### src/rtl/irq_rt_pkg.sv
// Shared types for the interrupt router.
// Assumes: a bank always holds 32 lines.
package irq_rt_pkg;
    localparam int LINES_PER_BANK = 32;

    typedef enum logic [2:0] {
        REG_NONE,
        REG_STAT,
        REG_SENSE,
        REG_EN,
        REG_ROUTE
    } reg_kind_t;
endpackage

### src/rtl/irq_rt_sync.sv
// Two-flop synchronizer with one extra history flop per line.
// It gives the synchronized level and a one-cycle rising-edge pulse.
// Assumes: inputs are asynchronous and held at least two clock periods.
module irq_rt_sync #(
    parameter int WIDTH = 32
) (
    input  logic             clk,
    input  logic             rst_n,
    input  logic [WIDTH-1:0] async_in,
    output logic [WIDTH-1:0] level,
    output logic [WIDTH-1:0] rise
);
    logic [WIDTH-1:0] meta_q;
    logic [WIDTH-1:0] sync_q;
    logic [WIDTH-1:0] hist_q;

    // Purpose: resample the lines and keep one cycle of history.
    always_ff @(posedge clk) begin
        if (!rst_n) begin
            meta_q <= '0;
            sync_q <= '0;
            hist_q <= '0;
        end else begin
            meta_q <= async_in;
            sync_q <= meta_q;
            hist_q <= sync_q;
        end
    end

    assign level = sync_q;
    assign rise  = sync_q & ~hist_q;
endmodule

### src/rtl/irq_rt_bank.sv
// One bank of 32 lines: the status, sense and enable words.
// Edge lines latch rises and flip on a write of 1; a hardware rise wins over that write.
// Level lines follow the input and drop for one cycle on a write of 1.
// Assumes: write strobes are single-cycle and qualified by the decoder.
module irq_rt_bank #(
    parameter bit HAS_ENABLE = 1'b1
) (
    input  logic        clk,
    input  logic        rst_n,
    input  logic [31:0] level,
    input  logic [31:0] rise,
    input  logic        stat_we,
    input  logic        sense_we,
    input  logic        en_we,
    input  logic [31:0] wdata,
    output logic [31:0] status,
    output logic [31:0] sense,
    output logic [31:0] enable
);
    logic [31:0] status_q;
    logic [31:0] sense_q;
    logic [31:0] stat_wr1;
    logic [31:0] status_d;

    assign stat_wr1 = stat_we ? wdata : 32'd0;

    // Purpose: next status per line, according to its sense.
    always_comb begin
        for (int i = 0; i < 32; i++) begin
            if (sense_q[i])
                status_d[i] = level[i] & ~stat_wr1[i];
            else if (rise[i])
                status_d[i] = 1'b1;
            else
                status_d[i] = status_q[i] ^ stat_wr1[i];
        end
    end

    // Purpose: status and sense registers.
    always_ff @(posedge clk) begin
        if (!rst_n) begin
            status_q <= '0;
            sense_q  <= '0;
        end else begin
            status_q <= status_d;
            if (sense_we)
                sense_q <= wdata;
        end
    end

    generate
        if (HAS_ENABLE) begin : g_enable
            logic [31:0] en_q;
            // Purpose: software enable word.
            always_ff @(posedge clk) begin
                if (!rst_n)
                    en_q <= '0;
                else if (en_we)
                    en_q <= wdata;
            end
            assign enable = en_q;
        end else begin : g_no_enable
            logic unused_en;
            assign unused_en = en_we;
            assign enable    = '1;
        end
    endgenerate

    assign status = status_q;
    assign sense  = sense_q;

    // a captured rise on an edge line leaves the status bit set, even when a write lands in the same cycle.
    p_edge_set_r3: assert property (@(posedge clk) disable iff (!rst_n)
        ((rise & ~sense_q) != 32'd0) |=>
            ((status_q & $past(rise & ~sense_q)) == $past(rise & ~sense_q)));

    // without a rise or a write of 1, an edge line's status holds.
    p_edge_hold_r4: assert property (@(posedge clk) disable iff (!rst_n)
        ((status_q ^ $past(status_q)) & $past(~sense_q & ~rise & ~stat_wr1)) == 32'd0);

    // a level line that is not written follows the synchronized input.
    p_level_track_r5: assert property (@(posedge clk) disable iff (!rst_n)
        ((status_q ^ $past(level)) & $past(sense_q & ~stat_wr1)) == 32'd0);
endmodule

### src/rtl/irq_rt_route.sv
// Per-line routing registers and the registered per-thread trigger OR.
// Assumes: a routing value v in 1..NUM_THREADS selects thread v-1; any other value selects none.
module irq_rt_route #(
    parameter int NUM_LINES   = 128,
    parameter int NUM_THREADS = 4,
    parameter int RT_W        = 3,
    localparam int IDX_W      = $clog2(NUM_LINES)
) (
    input  logic                   clk,
    input  logic                   rst_n,
    input  logic                   we,
    input  logic [IDX_W-1:0]       idx,
    input  logic [RT_W-1:0]        wval,
    output logic [RT_W-1:0]        rval,
    input  logic [NUM_LINES-1:0]   pend,
    output logic [NUM_THREADS-1:0] trig
);
    logic [RT_W-1:0]        route_q [NUM_LINES];
    logic [NUM_THREADS-1:0] trig_d;
    logic [NUM_THREADS-1:0] trig_q;

    // Purpose: routing register storage.
    always_ff @(posedge clk) begin
        if (!rst_n) begin
            for (int n = 0; n < NUM_LINES; n++)
                route_q[n] <= '0;
        end else if (we) begin
            route_q[idx] <= wval;
        end
    end

    assign rval = route_q[idx];

    // Purpose: OR every pending line into the thread it is routed to.
    always_comb begin
        for (int t = 0; t < NUM_THREADS; t++) begin
            trig_d[t] = 1'b0;
            for (int n = 0; n < NUM_LINES; n++)
                if (pend[n] && route_q[n] == RT_W'(t + 1))
                    trig_d[t] = 1'b1;
        end
    end

    // Purpose: register the trigger outputs.
    always_ff @(posedge clk) begin
        if (!rst_n)
            trig_q <= '0;
        else
            trig_q <= trig_d;
    end

    assign trig = trig_q;

    // with nothing pending, no trigger is raised on the next cycle.
    p_idle_quiet_r6: assert property (@(posedge clk) disable iff (!rst_n)
        (pend == '0) |=> (trig_q == '0));

    // any high trigger has a pending line one cycle earlier.
    p_trig_cause_r8: assert property (@(posedge clk) disable iff (!rst_n)
        (trig_q != '0) |-> ($past(pend) != '0));
endmodule

### src/rtl/irq_router.sv
// Top of the banked interrupt router. It decodes the register bus and builds
// one bank block per 32 lines plus a shared routing block.
// Assumes: bus writes are single-cycle strobes; reads are combinational on bus_addr.
module irq_router
    import irq_rt_pkg::*;
#(
    parameter int NUM_BANKS   = 4,
    parameter int NUM_THREADS = 4,
    parameter bit HAS_ENABLE  = 1'b1
) (
    input  logic                      clk,
    input  logic                      rst_n,
    input  logic [NUM_BANKS*32-1:0]   irq_in,
    input  logic                      bus_wr,
    input  logic [14:0]               bus_addr,
    input  logic [31:0]               bus_wdata,
    output logic [31:0]               bus_rdata,
    output logic [NUM_THREADS-1:0]    trig_out
);
    localparam int NUM_LINES = NUM_BANKS * LINES_PER_BANK;
    localparam int IDX_W     = $clog2(NUM_LINES);
    localparam int RT_W      = 3;

    reg_kind_t       kind;
    logic [1:0]      bank_sel;
    logic [4:0]      bit_sel;
    logic [IDX_W-1:0] line_idx;
    logic [RT_W-1:0] route_rd;

    logic [NUM_LINES-1:0] lvl_all;
    logic [NUM_LINES-1:0] rise_all;
    logic [NUM_LINES-1:0] pend_all;
    logic [31:0] stat_b  [NUM_BANKS];
    logic [31:0] sense_b [NUM_BANKS];
    logic [31:0] en_b    [NUM_BANKS];

    // Purpose: decode the register kind, bank and line from the address.
    always_comb begin
        kind     = REG_NONE;
        bank_sel = 2'd0;
        bit_sel  = bus_addr[6:2];
        if (bus_addr[14:12] == 3'd0) begin
            if (bus_addr[11:7] == 5'd0 && bus_addr[2:0] == 3'd0 &&
                int'(bus_addr[4:3]) < NUM_BANKS) begin
                bank_sel = bus_addr[4:3];
                case (bus_addr[6:5])
                    2'd0:    kind = REG_STAT;
                    2'd1:    kind = REG_SENSE;
                    2'd2:    kind = REG_EN;
                    default: kind = REG_NONE;
                endcase
            end
        end else if (int'(bus_addr[14:12]) <= NUM_BANKS &&
                     bus_addr[11:7] == 5'd0 && bus_addr[1:0] == 2'd0) begin
            kind     = REG_ROUTE;
            bank_sel = 2'(bus_addr[14:12] - 3'd1);
        end
    end

    assign line_idx = IDX_W'({bank_sel, bit_sel});

    irq_rt_sync #(.WIDTH(NUM_LINES)) u_sync (
        .clk      (clk),
        .rst_n    (rst_n),
        .async_in (irq_in),
        .level    (lvl_all),
        .rise     (rise_all)
    );

    generate
        for (genvar b = 0; b < NUM_BANKS; b++) begin : g_bank
            logic hit;
            assign hit = bus_wr && (bank_sel == 2'(b));
            irq_rt_bank #(.HAS_ENABLE(HAS_ENABLE)) u_bank (
                .clk      (clk),
                .rst_n    (rst_n),
                .level    (lvl_all[b*32 +: 32]),
                .rise     (rise_all[b*32 +: 32]),
                .stat_we  (hit && kind == REG_STAT),
                .sense_we (hit && kind == REG_SENSE),
                .en_we    (hit && kind == REG_EN),
                .wdata    (bus_wdata),
                .status   (stat_b[b]),
                .sense    (sense_b[b]),
                .enable   (en_b[b])
            );
            assign pend_all[b*32 +: 32] = stat_b[b] & en_b[b];
        end
    endgenerate

    irq_rt_route #(
        .NUM_LINES   (NUM_LINES),
        .NUM_THREADS (NUM_THREADS),
        .RT_W        (RT_W)
    ) u_route (
        .clk   (clk),
        .rst_n (rst_n),
        .we    (bus_wr && kind == REG_ROUTE),
        .idx   (line_idx),
        .wval  (bus_wdata[RT_W-1:0]),
        .rval  (route_rd),
        .pend  (pend_all),
        .trig  (trig_out)
    );

    // Purpose: read mux over the bank words and the routing registers.
    always_comb begin
        bus_rdata = 32'd0;
        if (kind == REG_ROUTE) begin
            bus_rdata = 32'(route_rd);
        end else begin
            for (int b = 0; b < NUM_BANKS; b++) begin
                if (bank_sel == 2'(b)) begin
                    case (kind)
                        REG_STAT:  bus_rdata = stat_b[b];
                        REG_SENSE: bus_rdata = sense_b[b];
                        REG_EN:    bus_rdata = en_b[b];
                        default:   bus_rdata = 32'd0;
                    endcase
                end
            end
        end
    end
endmodule

### config.mk
export PLATFORM = sky130hd
export DESIGN_NAME = irq_router
export DESIGN_NICKNAME = d
export VERILOG_FILES = /design/src/rtl/irq_rt_pkg.sv /design/src/rtl/irq_rt_sync.sv /design/src/rtl/irq_rt_bank.sv /design/src/rtl/irq_rt_route.sv /design/src/rtl/irq_router.sv
export SDC_FILE = /design/constraint.sdc
export NUM_CORES = 2
export LEC_CHECK = 0
export BUFFER_PORTS_ARGS = -buffer_cell sky130_fd_sc_hd__buf_2
export CAP_MARGIN = 5
export CELL_PAD_IN_SITES_DETAIL_PLACEMENT = 0
export CELL_PAD_IN_SITES_GLOBAL_PLACEMENT = 1
export CORE_MARGIN = 8
export CORE_UTILIZATION = 45
export DETAILED_ROUTE_END_ITERATION = 8
export PLACE_DENSITY_LB_ADDON = 0.08
export SETUP_SLACK_MARGIN = 0.1
export SLEW_MARGIN = 5
export SYNTH_ARGS = -nofsm -noshare
export SYNTH_HDL_FRONTEND = slang
export SYNTH_SLANG_ARGS = --single-unit
### constraint.sdc
create_clock -name clk -period 4.3 [get_ports clk]
set_input_delay 0.645 -clock clk [delete_from_list [all_inputs] [get_ports clk]]
set_output_delay 0.645 -clock clk [all_outputs]
set_load 0.005 [all_outputs]
==> run metrics <==
status complete, but fails checks; violated checks max-capacitance violations, max-slew violations; CP max stage delay 470 ps; gr ovfl total 0; largest net degree at the start of global routing 168; worst reg-to-reg path cell count 7; mapped cell area around 55000 sq um; Root Driver clkbuf_16; FP Rows around 130; max cap viols 3; Worst Path Required around 3700 ps; synth unique cells 80; CTS clock-pin slew for the worst setup and hold paths about 60 ps; H-tree Lvls 3; initial core utilization 45.3%; Critical Path End Type output pin; Post-synth EDFFs 384; P_leak 0.0219 uW; die width 366 um; # IOs 214; CP Class in -> out; skew final 65.0 ps; Most common cell on crit path buf_4; f_max 0.236 GHz; sequential area share after synthesis 49.0%; Reg2Reg Setup Slack around 700 ps; post-route cell area 64800 sq um; Power Density 386 nW/um^2; syn nets 6275; dpl cell area 60400 sq um; Pwr Total 25100 uW; unrepaired setup endpoints after global routing true; Worst VDD drop 416 uV; Final WS setup 66.4 ps; most frequent cells in the layout nand2_1, dfxtp_1, nor2_1, a21oi_1, edfxtp_1; Crit-path slowest cell a221oi_4; layout cells sized above 1 15.5%; CTS tree yes; Setup crit start bus_addr[3]; vias after detailed routing approximately 54000; number of DRC markers in iteration 0 9554; crit path max fanout 19; Clock Sinks 1156; area delta synth->final 17.6%; Startpoint Class primary input; worst min-delay path class in -> reg; total CTS buffers 119; Hold Slack 57.4 ps; DRC 0; first-pass GRT wire length 409000 um; async set-or-reset flop fraction in the synthesized netlist 0%; dominant synthesized flop cell dfxtp_1; later-pin clock latency in the skew report 790 ps; Final Cycle Share 98.5%; crit path time final between 4000 and 5000 ps; overall routed net length 306000 um; Routed WL per cell 37.7 um; Data arrival, critical path 3590 ps; Final setup viols 0; Clock Tree Buf Depth 3; vias in the first global route 49092; Slew Viols, Final 5; die area 134000 sq um; final core utilization 53.3%; post-place setup slack -479 ps; Final Hold Violating Endpoints 0; core area 122000 sq um; worst r2r src g_bank[2].u_bank.status[19]; critical path capture point bus_rdata[2]; Buffers on Ports around 210; Slew Limit Headroom -4.49%; Cells after Synth between 6000 and 7000; crit path cell chain buf_4, buf_12, and2_1, a32oi_1, nor2_1, buf_4, a31oi_1, o21ai_0, o22ai_2, a221oi_4, buf_4, buf_2; Ys Warns 0; Yosys reg bits 1156; Placer Congestion around 1.1; dpl hpwl 234000 um; initial antenna violation count 41; vias per inst 6.66; post-route ant nets 0; worst slew pin tran 1560 ps; nets roughly 6600; DRT Pass-1 Iters 7; # hold bufs at CTS 0; chip height 366 um; Reg-to-Reg End u_route.trig[2]; Mean Syn Cell Area 9.05 sq um; Total GRT Usage 43.3%; most common cell after layout, fill and taps aside nand2_1
layer usage:
layer	GRT usage (%)	part of all wire, %
met5	0	0.043
met4	27.7	8.2
met3	19.9	15
met2	58.9	39
met1	54.9	37
timing repair:
item                                    in CTS  in global routing
resized for setup                            9                 15
pin swaps                                    1                  3
hold endpoints to repair                     0                  0
setup buffers                                3                  2
endpoints found under the setup margin      11                  9
worst min-delay path by stage:
stage	startpoint	endpoint	depth (start not counted)
5_1_grt	irq_in[54]	u_sync.meta_q[54]	2
3_3_place_gp	u_sync.meta_q[106]	u_sync.level[106]	1
4_1_cts	irq_in[105]	u_sync.meta_q[105]	2
2_1_floorplan	u_sync.meta_q[0]	u_sync.level[0]	1
6_report	irq_in[105]	u_sync.meta_q[105]	2
3_5_place_dp	u_sync.meta_q[5]	u_sync.level[5]	1
cell families (layout without fill, tap and decap cells):
logic type | Yosys count | after routing | synth area share, %
adders and majority gates | 5 | 5 | 0.113
muxes | 275 | 275 | 5.57
and+or+nand+nor | 2652 | 2652 | 24.2
xor gates and xnor gates | 2 | 2 | 0.0318
other | 0 | 17 | 0
DFF | 1156 | 1156 | 49.0
buffers and inverters | 617 | 1002 | 4.44
AOI/OAI and AO/OA | 1385 | 1385 | 16.7
synthesized netlist by cell type, types with 10 or more instances:
master     number  area share, %
o211ai_1       40           0.54
a2111oi_0      25           0.40
a32oi_1        14           0.22
o32ai_2        30           0.89
mux2_2         43           0.88
o32ai_1        36           0.57
nand2b_1       71           0.81
a221oi_1       41           0.65
or4_1          72           0.98
a22oi_1        46           0.63
inv_1         185            1.3
dfxtp_1       772             28
nand2_1       864            5.9
a31oi_1        40           0.45
o21ai_0       213            1.9
nor4b_1       188            3.0
and2_1        327            3.7
buf_1          15           0.10
o22ai_1        22           0.25
clkbuf_1      327            2.2
edfxtp_1      384             21
nor2b_1        74           0.84
mux4_2         21           0.86
buf_2          82           0.74
a32o_1         34           0.62
a311o_1        44           0.80
nor3b_1        73           0.99
nor3_1         48           0.44
a211oi_1       15           0.20
nand4_1        39           0.44
nor2_1        657            4.5
nand3_1       129            1.2
nor4_1         74           0.84
a221o_1        43           0.78
a21oi_1       563            5.1
mux2i_1       211            3.8
a22o_1         10           0.16
o221ai_1       21           0.33
o21a_1         97            1.3
layout make-up:
type	instances	area [sq um]
multi-input cells	4319	26300
repair buffers	588	4560
well taps	1625	2030
inverters	189	719
fillers	10868	56900
diodes	17	42.5
clock buffers	167	3490
flip-flops and latches	1156	27000
clock inverters	58	696
worst max-delay path, delay by kind of cell:
kind                   cells  cell delay [ps]
AND/OR/NAND/NOR            2              670
buffers and inverters      5             1100
AO/OA/AOI/OAI              5             1120
metrics by stage:
stage	setup TNS, ps	cells
3_5_place_dp	-943	7871
5_1_grt	0	8102
2_1_floorplan	0	6092
6_report	0	8119
3_3_place_gp	-740	7870
4_1_cts	0	8099
registers in the layout (all words and copies together) (netlist names):
signal,flops
u_route.route_q,384
g_bank.u_bank.enable,128
g_bank.u_bank.sense,128
g_bank.u_bank.status,128
u_sync.hist_q,128
u_sync.level,128
u_sync.meta_q,128
u_route.trig,4
report_power, final:
part           total [uW]  internal [uW]  switching, uW
logic                1770            644           1130
clock network       11000           6310           4690
registers           12300          11700            603
total               25100          18600           6430
No activity file was read; power rests on OpenSTA's default activity.
